$ cat src/rtl/rowscan_pkg.sv
package rowscan_pkg;
  localparam logic [1:0] LVL_IDLE = 2'b01;

  // Level code: selected -> {pol,pol}, unselected -> {pol,~pol}
  function automatic logic [1:0] lvl_code(input logic sel, input logic pol);
    return sel ? {pol, pol} : {pol, ~pol};
  endfunction
endpackage

$ cat src/rtl/rowscan_token.sv
module rowscan_token #(
  parameter int NROWS = 65,
  parameter int STEP  = 16
) (
  input  logic             clk,
  input  logic             rst,
  input  logic             frame_start,
  input  logic             row_step,
  input  logic [1:0]       duty_sel,
  output logic [NROWS-1:0] tok
);
  localparam int CW = $clog2(NROWS + 2);

  logic [CW-1:0]    active_cnt;
  logic [NROWS-1:0] mask;
  logic [NROWS-1:0] nxt;

  always_comb begin
    active_cnt = CW'(STEP * (int'(duty_sel) + 1) + 1);
  end

  for (genvar g = 0; g < NROWS; g++) begin : g_mask
    assign mask[g] = (CW'(g) < active_cnt);
  end

  always_comb begin
    if (frame_start)   nxt = NROWS'(1);
    else if (row_step) nxt = {tok[NROWS-2:0], 1'b0};
    else               nxt = tok;
  end

  always_ff @(posedge clk) begin
    if (rst) tok <= '0;
    else     tok <= nxt & mask;
  end
endmodule

$ cat src/rtl/rowscan_ctrl.sv
module rowscan_ctrl (
  input  logic clk,
  input  logic rst,
  input  logic frame_start,
  input  logic disp_wr,
  input  logic disp_val,
  output logic pol,
  output logic disp_on
);
  always_ff @(posedge clk) begin
    if (rst) begin
      pol     <= 1'b0;
      disp_on <= 1'b0;
    end else begin
      if (frame_start) pol     <= ~pol;
      if (disp_wr)     disp_on <= disp_val;
    end
  end
endmodule

$ cat src/rtl/rowscan_encode.sv
module rowscan_encode
  import rowscan_pkg::*;
#(
  parameter int NROWS = 65
) (
  input  logic               clk,
  input  logic               rst,
  input  logic [NROWS-1:0]   tok,
  input  logic               pol,
  input  logic               disp_on,
  output logic [2*NROWS-1:0] row_code
);
  for (genvar g = 0; g < NROWS; g++) begin : g_row
    always_ff @(posedge clk) begin
      if (rst)          row_code[2*g +: 2] <= LVL_IDLE;
      else if (disp_on) row_code[2*g +: 2] <= lvl_code(tok[g], pol);
      else              row_code[2*g +: 2] <= LVL_IDLE;
    end
  end
endmodule

$ cat src/rtl/rowscan_top.sv
module rowscan_top #(
  parameter int NROWS = 65,
  parameter int STEP  = 16
) (
  input  logic               clk,
  input  logic               rst,
  input  logic               frame_start,
  input  logic               row_step,
  input  logic [1:0]         duty_sel,
  input  logic               disp_wr,
  input  logic               disp_val,
  output logic [2*NROWS-1:0] row_code
);
  logic [NROWS-1:0] tok_w;
  logic             pol_w;
  logic             on_w;

  rowscan_token #(.NROWS(NROWS), .STEP(STEP)) u_tok (
    .clk(clk), .rst(rst), .frame_start(frame_start), .row_step(row_step),
    .duty_sel(duty_sel), .tok(tok_w)
  );

  rowscan_ctrl u_ctrl (
    .clk(clk), .rst(rst), .frame_start(frame_start), .disp_wr(disp_wr),
    .disp_val(disp_val), .pol(pol_w), .disp_on(on_w)
  );

  rowscan_encode #(.NROWS(NROWS)) u_enc (
    .clk(clk), .rst(rst), .tok(tok_w), .pol(pol_w), .disp_on(on_w),
    .row_code(row_code)
  );
endmodule

$ cat config.mk
export PLATFORM = sky130hd
export DESIGN_NAME = rowscan_top
export DESIGN_NICKNAME = d
export VERILOG_FILES = /design/src/rtl/rowscan_pkg.sv /design/src/rtl/rowscan_token.sv /design/src/rtl/rowscan_ctrl.sv /design/src/rtl/rowscan_encode.sv /design/src/rtl/rowscan_top.sv
export SDC_FILE = /design/constraint.sdc
export NUM_CORES = 1
export LEC_CHECK = 0
export BUFFER_PORTS_ARGS = -buffer_cell sky130_fd_sc_hd__buf_2
export CORE_ASPECT_RATIO = 0.5
export CORE_MARGIN = 2
export CORE_UTILIZATION = 40
export CTS_CLUSTER_DIAMETER = 40
export DETAILED_ROUTE_END_ITERATION = 7
export PLACE_DENSITY = 0.62
export SETUP_SLACK_MARGIN = 0.3
export SYNTH_ARGS = -nofsm -noshare
export SYNTH_HDL_FRONTEND = slang
export SYNTH_SLANG_ARGS = --single-unit
$ cat constraint.sdc
create_clock -name clk -period 2 [get_ports clk]
set_clock_uncertainty 0.2 [all_clocks]
set_input_delay 0 -clock clk [delete_from_list [all_inputs] [get_ports clk]]
set_output_delay 0 -clock clk [all_outputs]
set_load 0.03 [all_outputs]
# Word level (Yosys, flattened, before mapping)
# Index checks and enable logic that the tools add are counted.
word_totals:
  latchBits: 0
  mem_count: 0
  mem_bits_rw: 0
  mem_bits_ro: 0
  wordCells: 206
  reg_bits: 197
  in_bits: 8
  output_inout_bits: 130
classes:
  muxes: 67
  n_div: 0
  multipliers: 0
  shift: 0
  n_addsub: 2
  n_reduce_logical: 1
  n_lt_le_gt_ge: 65
  n_bitwise: 3
  n_eq_ne: 0
ops:
  columns: ["op", "n"]
  rows:
  - ["$lt 6x7->1 const A", 32]
  - ["$mux 65", 2]
  - ["$lt 5x7->1 const A", 16]
  - ["$and 65x65->65", 1]
  - ["$mux 1", 65]
  - ["$lt 4x7->1 const A", 8]
  - ["$lt 3x7->1 const A", 4]
  - ["$lt 1x7->1 const A", 2]
  - ["$lt 2x7->1 const A", 2]
  - ["$add 7x2->7 const B", 1]
  - ["$lt 7x7->1 const A", 1]
  - ["$add 2x1->3 const B", 1]
  - ["$not 1->1", 2]
  - ["$reduce_or 2->1", 1]

# Depth between registers and ports, before layout
# Gate-level depths: netlist (run 1).
logic_depth:
  ltp_word: 4
  mapped_depth: 5
  ltp_nobuf: 2

# By module
# From an unflattened synthesis (run 1), not the netlist that was laid out.
unflattened:
  hier_cells: 499
  hier_area_um2: 5223.8
modules_own_cells:
  columns: ["mod", "cells_per_inst", "seq_area_each_um2", "n_inst", "area_per_inst_um2"]
  rows:
  - ["rowscan_encode", 277, 1321.3, 1, 2788.9]
  - ["rowscan_token", 216, 1301.2, 1, 2368.5]
  - ["rowscan_ctrl", 6, 40.0, 1, 66.3]

# Worst setup path before layout (run 1)
# OpenSTA, ideal clock, no wires.
synth_timing:
  path_kind: "flip-flop to output port"
  from: "register, netlist name u_enc.row_code[43]"
  to: "output port row_code[101]"
  t_arrival_ns: 1.853
  n_path_buf: 1
  slack_ns: -0.053
  t_required_ns: 1.800
  path_stages_with_launch: 2
  path_cell_list: "dfxtp_1 > buf_4"
synth_rtl:
  columns: ["item", "line", "source"]
  rows:
  - ["end: declaration", "rowscan_top.sv:12", "output logic [2*NROWS-1:0] row_code"]

# Worst setup path in the final report (run 1)
layout_timing:
  from: "input port duty_sel[1]"
  to: "register u_tok.tok[24]"
layout_between:
  elab_chain_len: 4
layout_lines:
  columns: ["item", "line", "source"]
  rows:
  - ["start: declaration", "rowscan_top.sv:9", "input logic [1:0] duty_sel,"]
  - ["$add 2x1->3", "rowscan_token.sv:19", "active_cnt = CW'(STEP * (int'(duty_sel) + 1) + 1);"]
  - ["$add 7x2->7", "rowscan_token.sv:19", null]
  - ["$lt 5x7->1", "rowscan_token.sv:23", "assign mask[g] = (CW'(g) < active_cnt);"]
  - ["$and 65x65->65", "rowscan_token.sv:34", "else tok <= nxt & mask;"]
  - ["end signal: assignment", "rowscan_token.sv:34", null]
  - ["end: declaration", "rowscan_token.sv:10", "output logic [NROWS-1:0] tok"]
# Every way passes these cells.
# A chain may end at the register's enable or synchronous reset.

==> results.txt, run 1 <==
The DRC violations left is 0. The maximum clock frequency was 667 MHz. For this configuration, the core starts out at a cell density of 40.8%. The count of endpoints failing hold in the final timing report came out at 0.

The later pin in the worst-skew pair is clocked with a latency of 0.41 ns. The layout overhead on the synthesized area is 19.3%, and the half-perimeter wire length after placement is 5.69 mm. The largest net degree at the start of global routing is 66, and the die area is 13800 um^2.

138 I/O pins were placed. Setup repair after global routing left no endpoint under its margin. The tools report the setup violation total in the final timing report as 0.

The number of different library cells used by synthesis comes to 20. The detailed-route vias per instance was 4.32; the post-synthesis instance total was 499. For this block, the initial DRC count from the detailed router was 127.

STA classifies the critical path endpoint as a register. Clock tree synthesis inserted a total of 17 buffers. The tools report the tightest hold margin as 0.205 ns.

The proportion of netlist area held by the largest area contributor works out to 51.8%. The time the final worst path needs with I/O delays and setup was 1.50 ns. The first detailed-routing pass ran for 4 iterations.

Arrival time of data at the critical path endpoint: 1.59 ns. After clock tree synthesis, the clock-pin slew on the worst setup and hold paths is 0.05 ns. Buffers placed on the I/O ports in this run total 137. The synthesized netlist occupies a cell area of 5140 um^2. The die width is 164 um, and the post-route clock period utilization is 75.0%.

The die is 84.1 um tall. The type of origin of the critical path was an input pin. For the pin with the worst max-slew slack, the measured transition is 0.568 ns. The run gives 62.1% as the normalized max-slew margin. The power density relative to cell area was 985 nW/um^2; the max-capacitance violation count was 0. The logs give 0 for the number of slew-limit violations in the final report and 14.1 mm for the wire length of the first global-routing pass.

The biggest area contributor in the post-synthesis netlist is sky130_fd_sc_hd__dfxtp_1. The core area was 12600 um^2. The congestion estimate from routability-driven global placement came to 0.675.

The H-tree generated during clock tree synthesis spans 4 levels. The number of nets handed over by synthesis was 507. After detailed routing, the average wire length per cell comes to 11.7 um.

The flow ran to the end, and the final reports show no timing, DRC or antenna violations. The number of clock sinks seen by CTS was 133; the number of global-route vias before repair was 2862. The class of the most critical setup path was input pin to register. For this run, the register share of the synthesized area comes to 51.8%.

The logs give 3280 for the number of vias after detailed routing and 8.86 mm for the aggregate routed wire length. Across the VDD grid, the largest voltage drop is 0.487 mV. The tools report the data required time at the worst endpoint as 2.09 ns. The share of flip-flops with an asynchronous set or reset after synthesis is 0%, and the average instance area after synthesis is 10.3 um^2. 0 antenna diodes ended up in the layout.

The post-synthesis sequential element count is 133, and the setup total negative slack is 0 ns. TritonCTS built the clock tree. The worst hold path belongs to the class input pin to register. Across every metal layer, demand over resource in global routing totals 13.2%. In this run, synthesis inferred 0 flip-flops with an integrated enable. Counting along the longest clock path gives a buffer depth of 2. Yosys attributes the largest share of cell area to sky130_fd_sc_hd__dfxtp_1 52%, sky130_fd_sc_hd__mux2i_1 13%, sky130_fd_sc_hd__xor2_1 11%.

Once detail routing completed, the nets flagged for antenna violations numbered 0. Counting tap cells, the placed design contains a total of 722 instances. The number of antenna violations at the first check in global routing is 0. The commonest cells after synthesis are 133 x sky130_fd_sc_hd__dfxtp_1, 71 x sky130_fd_sc_hd__buf_4, 65 x sky130_fd_sc_hd__mux2i_1, 65 x sky130_fd_sc_hd__nand2_1, 65 x sky130_fd_sc_hd__xor2_1. In the final design database the tool counted 587 nets.

The cell with the most instances after synthesis is sky130_fd_sc_hd__dfxtp_1. The count of cells in the finished layout, fillers not included, comes to 760. The total overflow left after global routing is 0. For the number of warnings issued by yosys, the log shows 0. Clock root buffer master: sky130_fd_sc_hd__clkbuf_16. Among all flip-flop cells after synthesis, the most frequent one is sky130_fd_sc_hd__dfxtp_1. The tools report the standard-cell row count as 29.

The fraction of layout cells with a size suffix above 1 was 30.0%; the leakage power was 2.91 nW. In this run the worst path has a maximum fanout of 16.
==> registers in the layout, summed over array words and instances (netlist names) <==
signal / count
u_ctrl.pol: 1
u_enc.row_code: 66
u_ctrl.disp_on: 1
u_tok.tok: 65
==> critical path: stages <==
cell	delay, ns
sky130_fd_sc_hd__dlygate4sd3_1	0.53
sky130_fd_sc_hd__buf_2	0.13
sky130_fd_sc_hd__nor2_1	0.08
sky130_fd_sc_hd__dlygate4sd3_1	0.55
sky130_fd_sc_hd__buf_4	0.21
sky130_fd_sc_hd__nor3_1	0.08
==> what timing repair did <==
item / 4_1_cts / 5_1_grt
endpoints found under the setup margin: 65 / 0
hold buffers: 8 / 0
hold endpoints to repair: 78 / 0
gates resized for setup: 1 / 0
setup buffers: 0 / 0
==> per-stage QoR <==
| stage | util, % | area [um^2] | setup WS, ns | total power [mW] |
|---|---|---|---|---|
| after detailed placement | 43.6 | 5490 | 0.653 | 3.21 |
| final | 48.7 | 6130 | 0.500 | 6.04 |
| after CTS | 48.7 | 6130 | 0.466 | 6.12 |
| after global placement | 43.6 | 5490 | 0.666 | 3.20 |
| after floorplan | - | 5140 | 0.565 | 3.14 |
| after global routing | 48.7 | 6130 | 0.357 | 6.27 |
==> final timing paths <==
| check | start | endpoint | slack, ns | depth (start not counted) |
|---|---|---|---|---|
| worst min register to register | u_tok.tok[64] | u_enc.row_code[128] | 0.30 | 2 |
| worst min-delay path | rst | u_ctrl.pol | 0.20 | 3 |
| worst max-delay path | duty_sel[1] | u_tok.tok[24] | 0.50 | 6 |
| worst max register to register | u_ctrl.pol | u_enc.row_code[124] | 0.65 | 3 |
==> placed cells by master, fill, tap and decap left out, types with 3 or more instances in the layout <==
| master | instances |
|---|---|
| sky130_fd_sc_hd__buf_12 | 3 |
| sky130_fd_sc_hd__buf_2 | 136 |
| sky130_fd_sc_hd__buf_4 | 9 |
| sky130_fd_sc_hd__clkbuf_1 | 4 |
| sky130_fd_sc_hd__clkbuf_16 | 17 |
| sky130_fd_sc_hd__clkbuf_8 | 5 |
| sky130_fd_sc_hd__clkinv_2 | 3 |
| sky130_fd_sc_hd__dfxtp_1 | 131 |
| sky130_fd_sc_hd__dlygate4sd3_1 | 8 |
| sky130_fd_sc_hd__mux2i_1 | 65 |
| sky130_fd_sc_hd__nand2_1 | 65 |
| sky130_fd_sc_hd__nor2_1 | 51 |
| sky130_fd_sc_hd__nor3_1 | 16 |
| sky130_fd_sc_hd__xor2_1 | 65 |
==> kinds of logic (layout without fill, tap and decap cells) <==
logic type      after synthesis  count (layout)  share of synthesized area [%]
buf+inv                      96             187                           13.3
mux                          65              65                           12.7
compound gates                1               1                         0.0973
flops                       133             133                           51.8
simple gates                138             138                           10.9
xor+xnor                     66              66                           11.2
==> cell type report <==
class                      count  area [um^2]
clock buffer                  26          509
clock inverter                 4         45.0
fill                        1179         6460
inverter                       1         3.75
multi-input combinational    270         1800
sequential                   133         2670
tap                          170          213
timing repair buffer         156          888
==> routing by layer <==
layer / vias up / track usage (%) / wire (um) / part of all wire [%]
met1: 1516 / 16.8 / 4180 / 47
met5: - / 0 / 0 / 0
met4: 0 / 6.70 / 159 / 1.8
met3: 13 / 3.71 / 430 / 4.9
met2: 83 / 20.6 / 4090 / 46
li1: 1668 / - / - / -
==> power by group <==
group	switching (mW)	internal [mW]
logic	0.282	0.166
registers	0.0258	2.68
clock network	1.03	1.85
total	1.34	4.70
Power figures use the tool's default switching activity.
==> run 2: changes to the inputs <==
--- a/config.mk
+++ b/config.mk
@@ -5,6 +5,7 @@
 export SDC_FILE = /design/constraint.sdc
 export NUM_CORES = 1
 export LEC_CHECK = 0
+export ABC_AREA = 1
 export BUFFER_PORTS_ARGS = -buffer_cell sky130_fd_sc_hd__buf_2
 export CORE_ASPECT_RATIO = 0.5
 export CORE_MARGIN = 2
==> constraint.sdc (replaced) <==
create_clock -name clk -period 1.4 [get_ports clk]
set_clock_uncertainty 0.2 [all_clocks]
set_input_delay 0 -clock clk [delete_from_list [all_inputs] [get_ports clk]]
set_output_delay 0 -clock clk [all_outputs]
set_load 0.03 [all_outputs]
==> results.txt, run 2 <==
The cell count of the worst hold path is 5 (+2). The number of vias after detailed routing is 5383 (+64%). The die area was 15000 um^2 (+8.3%). Share of flip-flops with an asynchronous set or reset after synthesis: 0% (unchanged). By count the netlist is led by 179 x sky130_fd_sc_hd__nor2_1, 169 x sky130_fd_sc_hd__nand2_1, 133 x sky130_fd_sc_hd__dfxtp_1. The die width is 171 um (+4.1%), and the total number of H-tree levels is 4 (unchanged). The area used by sequential logic in the layout is 2720 um^2 (+2.0%), and the layout overhead on the synthesized area is 66.9%. The time the final worst path needs with I/O delays and setup came out at 1.40 ns. The flow ran to the end, but the final reports show violations.

The detailed-route vias per instance came out at 4.74 (+9.9%). The number of warnings issued by yosys was 0 (unchanged); the initial cell density of the core was 41.1% (+0.26 points). The part of the Yosys area used for sequential elements came out at 47.7% (-4.1 points).

Iteration-0 DRC count of the detailed router: 285 (+120%). The tools report the part of the power in registers as 39.2% (-5.6 points). The normalized max-slew margin is 58.3% (-3.8 points), and the average routed wire per standard cell is 15.4 um (+32%). Half-perimeter wire length after placement: 6.88 mm (+21%). The arrival time of data at the critical path endpoint was 1.54 ns (-0.05 ns); the final design instance area without fill was 9320 um^2 (+52%).

The CTS buffer count was 17 (unchanged). The library cell used most frequently in the layout, excluding fill and tap cells, is sky130_fd_sc_hd__nor2_1. The critical register-to-register path endpoint was u_enc.row_code[118].

The critical path is of the input pin to register type. The switching power share of the total is 25.5% (+3.4 points), and the number of clock sinks seen by CTS is 133 (unchanged). The number of antenna violations at the first check in global routing came out at 0 (unchanged). The post-synthesis sequential element count is 133 (unchanged).

The clock latency on the worst-skew pair is 0.42 ns (about the same). The total iterations of the first detailed-routing run is 5 (+1). Ranked by total cell area, the synthesized netlist is headed by sky130_fd_sc_hd__dfxtp_1 48%, sky130_fd_sc_hd__nor2_1 12%, sky130_fd_sc_hd__nand2_1 11%. The DRC violations left came out at 0 (unchanged). TritonCTS built the clock tree. The run gives 13.8% (+6.4 points) as the part of the total power dissipated in combinational logic.

Worst setup margin: -0.00174 ns (-0.502 ns). The fraction of layout cells with a size suffix above 1 was 45.5% (+15 points). Highest fanout seen on the critical path: 16 (unchanged). The library cells used most frequently in the layout, excluding fill and tap cells, are 177 x sky130_fd_sc_hd__nor2_1, 120 x sky130_fd_sc_hd__nand2_1, 101 x sky130_fd_sc_hd__inv_1.

The number of global-route vias before repair is 4766 (+67%), and the net total in the final layout is 938 (+60%). The internal power contribution was 7.39 mW (+57%). The count of placed standard cells including taps is 1031 (+43%), and the distinct cell type count of the synthesized netlist is 14 (-30%).

Ranked by flip-flop count, first place goes to u_enc.row_code. The tools report the reg-to-reg critical path startpoint as u_ctrl.disp_on. The logs give 791 (+59%) for the post-synthesis instance total and 0.832 mV (+71%) for the worst supply voltage drop on vdd. The data required time at the worst endpoint was 1.54 ns (-0.55 ns); the setup violation total in the final timing report was 1 (+1). The run gives 799 (+58%) as the net count of the mapped netlist.

The non-filler instance count after layout was 1135 (+49%). For the max-capacitance violation count, the log shows 0 (unchanged). Setup repair after global routing could not meet its margin everywhere. Length in cells of the worst reg-to-reg path: 6 (+3). The tools report the residual overflow from global routing as 0 (unchanged).

CTS placed an instance of sky130_fd_sc_hd__clkbuf_16 at the clock tree root. The run gives 0 (unchanged) as the number of slew-limit violations in the final report. Among all flip-flop cells after synthesis, the most frequent one is sky130_fd_sc_hd__dfxtp_1.

The global-route usage over all layers is 21.3% (+8.2 points). The largest registers in the layout are u_enc.row_code x66, u_tok.tok x65. The number of enable flip-flop cells after synthesis is 0 (unchanged), and the netlist area before placement is 5580 um^2 (+8.6%). The tools report the largest net degree at the start of global routing as 39 (-41%). The checks that failed: negative hold slack, negative setup slack.

The wire length of the first global-routing pass is 24.1 mm (+71%). The number of buffers added on ports was 137 (unchanged); the maximum clock frequency was 713 MHz. For the layout filler cell count, the log shows 945 (-20%). The post-route clock period utilization came out at 100%. In this run the most critical hold path is launched from rst. The run gives 138 (unchanged) as the number of ports placed on the die boundary. The placer's final routability congestion estimate was 0.740 (+9.6%).

Count of endpoints failing hold in the final timing report: 45 (+45). The tools report the leakage power as 4.28 nW (+47%). End of the worst hold path: u_tok.tok[11].

The run gives 2 (unchanged) as the clock tree buffer depth. The power density relative to cell area is 1070 nW/um^2 (+8.2%), and the measured slew at the worst slew-check pin is 0.625 ns (+0.0568 ns). Summed over all instances, the cell type with the most area after synthesis is sky130_fd_sc_hd__dfxtp_1.

The run gives 0 (unchanged) as the number of antenna cells inserted. The area used by multi-input combinational logic came out at 2530 um^2 (+40%). The height of the die was 87.5 um (+4.0%). The core area was 13600 um^2 (+7.9%).

The switching power of the nets came out at 2.53 mW (+89%). The average instance area after synthesis was 7.06 um^2 (-31%). Register-to-register path setup slack: 0.05 ns (-0.60 ns). The cell with the most instances after synthesis was sky130_fd_sc_hd__nor2_1. The tools report the aggregate routed wire length as 17.5 mm (+98%). The min-delay analysis places its worst path in the category input pin to register. The run gives 0 (unchanged) as the number of antenna-violating nets in the routed design. The part of the total power dissipated in the clock network is 47.0% (-0.7 points). The standard-cell row count is 30 (+3.4%). The clock transition at the registers of the reported paths was 0.06 ns (about the same); the cell area after placement was 6040 um^2 (+9.9%). The flip-flop count of the largest register after layout was 66 (unchanged). Type of origin of the critical path: an input pin.

The tightest hold margin is -0.0778 ns (-0.282 ns). The proportion of netlist area held by the largest area contributor is 47.7% (-4.1 points). STA classifies the critical path endpoint as a register.
-- run 2: cell type report --
| class | instances | share of cell area (%) |
|---|---|---|
| flip-flops and latches | 133 | 29.2 |
| repair buffers | 222 | 30.1 |
| multi-input cells | 452 | 27.1 |
| clock buffers | 18 | 4.71 |
| inverters | 104 | 4.36 |
| well taps | 192 | 2.58 |
| clock inverters | 14 | 1.89 |
-- run 2: layer usage --
| layer | global-route usage [%] | wire length, um |
|---|---|---|
| met5 | 0 | 0 |
| met4 | 8.71 | 336 |
| met3 | 5.60 | 1160 |
| met2 | 36.2 | 8770 |
| met1 | 26.3 | 7230 |
-- run 2: power by group through the flow --
stage | sequential [mW] | clock, mW | combinational (mW)
floorplan | 4.01 | 0 | 0.415
global placement | 3.96 | 0 | 0.598
detailed placement | 3.96 | 0 | 0.605
CTS | 3.88 | 4.71 | 1.21
global route | 3.89 | 4.89 | 1.43
finish | 3.89 | 4.66 | 1.37
-- run 2: repair_timing --
action | CTS | global route
gates cloned | 23 | 3
endpoints found under the setup margin | 196 | 235
pin swaps | 37 | 41
endpoints found under the hold margin | 67 | 20
gates resized for setup | 360 | 124
hold buffers | 6 | 5
setup buffers | 27 | 9
-- run 2: worst max-delay path by stage --
stage                  startpoint                  to  slack, ns  depth (start not counted)
4_1_cts        u_enc.row_code[43]       row_code[125]       0.03                          2
3_3_place_gp       u_ctrl.disp_on  u_enc.row_code[28]       0.22                          4
6_report              frame_start       u_tok.tok[64]     -0.002                          6
3_5_place_dp       u_ctrl.disp_on  u_enc.row_code[12]       0.20                          4
2_1_floorplan  u_enc.row_code[43]       row_code[101]       0.26                          1
5_1_grt        u_enc.row_code[43]        row_code[85]     -0.007                          2
-- run 2: kinds of logic (layout without fill, tap and decap cells) --
kind of cell | after synthesis | in the layout | synth area share (%)
buffers and inverters | 207 | 358 | 19.2
AO/OA/AOI/OAI | 18 | 18 | 1.61
AND/OR/NAND/NOR | 433 | 434 | 31.5
flip-flops | 133 | 133 | 47.7
-- run 2: per-stage QoR --
step | hold WS, ns | power [mW] | TNS (ns) | setup slack (ns) | utilization (%)
global placement | 0.0785 | 4.55 | 0 | 0.223 | 44.4
finish | -0.0778 | 9.92 | -0.00174 | -0.00174 | 68.6
detailed placement | 0.0807 | 4.56 | 0 | 0.199 | 44.4
global route | -0.0683 | 10.2 | -0.0462 | -0.00683 | 68.6
CTS | -0.319 | 9.80 | 0 | 0.0317 | 64.1
floorplan | -0.138 | 4.43 | 0 | 0.262 | -
-- run 2: worst max-delay path: stages --
cell	delay, ns
sky130_fd_sc_hd__buf_2	0.10
sky130_fd_sc_hd__dlygate4sd3_1	0.70
sky130_fd_sc_hd__nor2_4	0.26
sky130_fd_sc_hd__nand2_1	0.14
sky130_fd_sc_hd__buf_6	0.19
sky130_fd_sc_hd__nor2_1	0.15
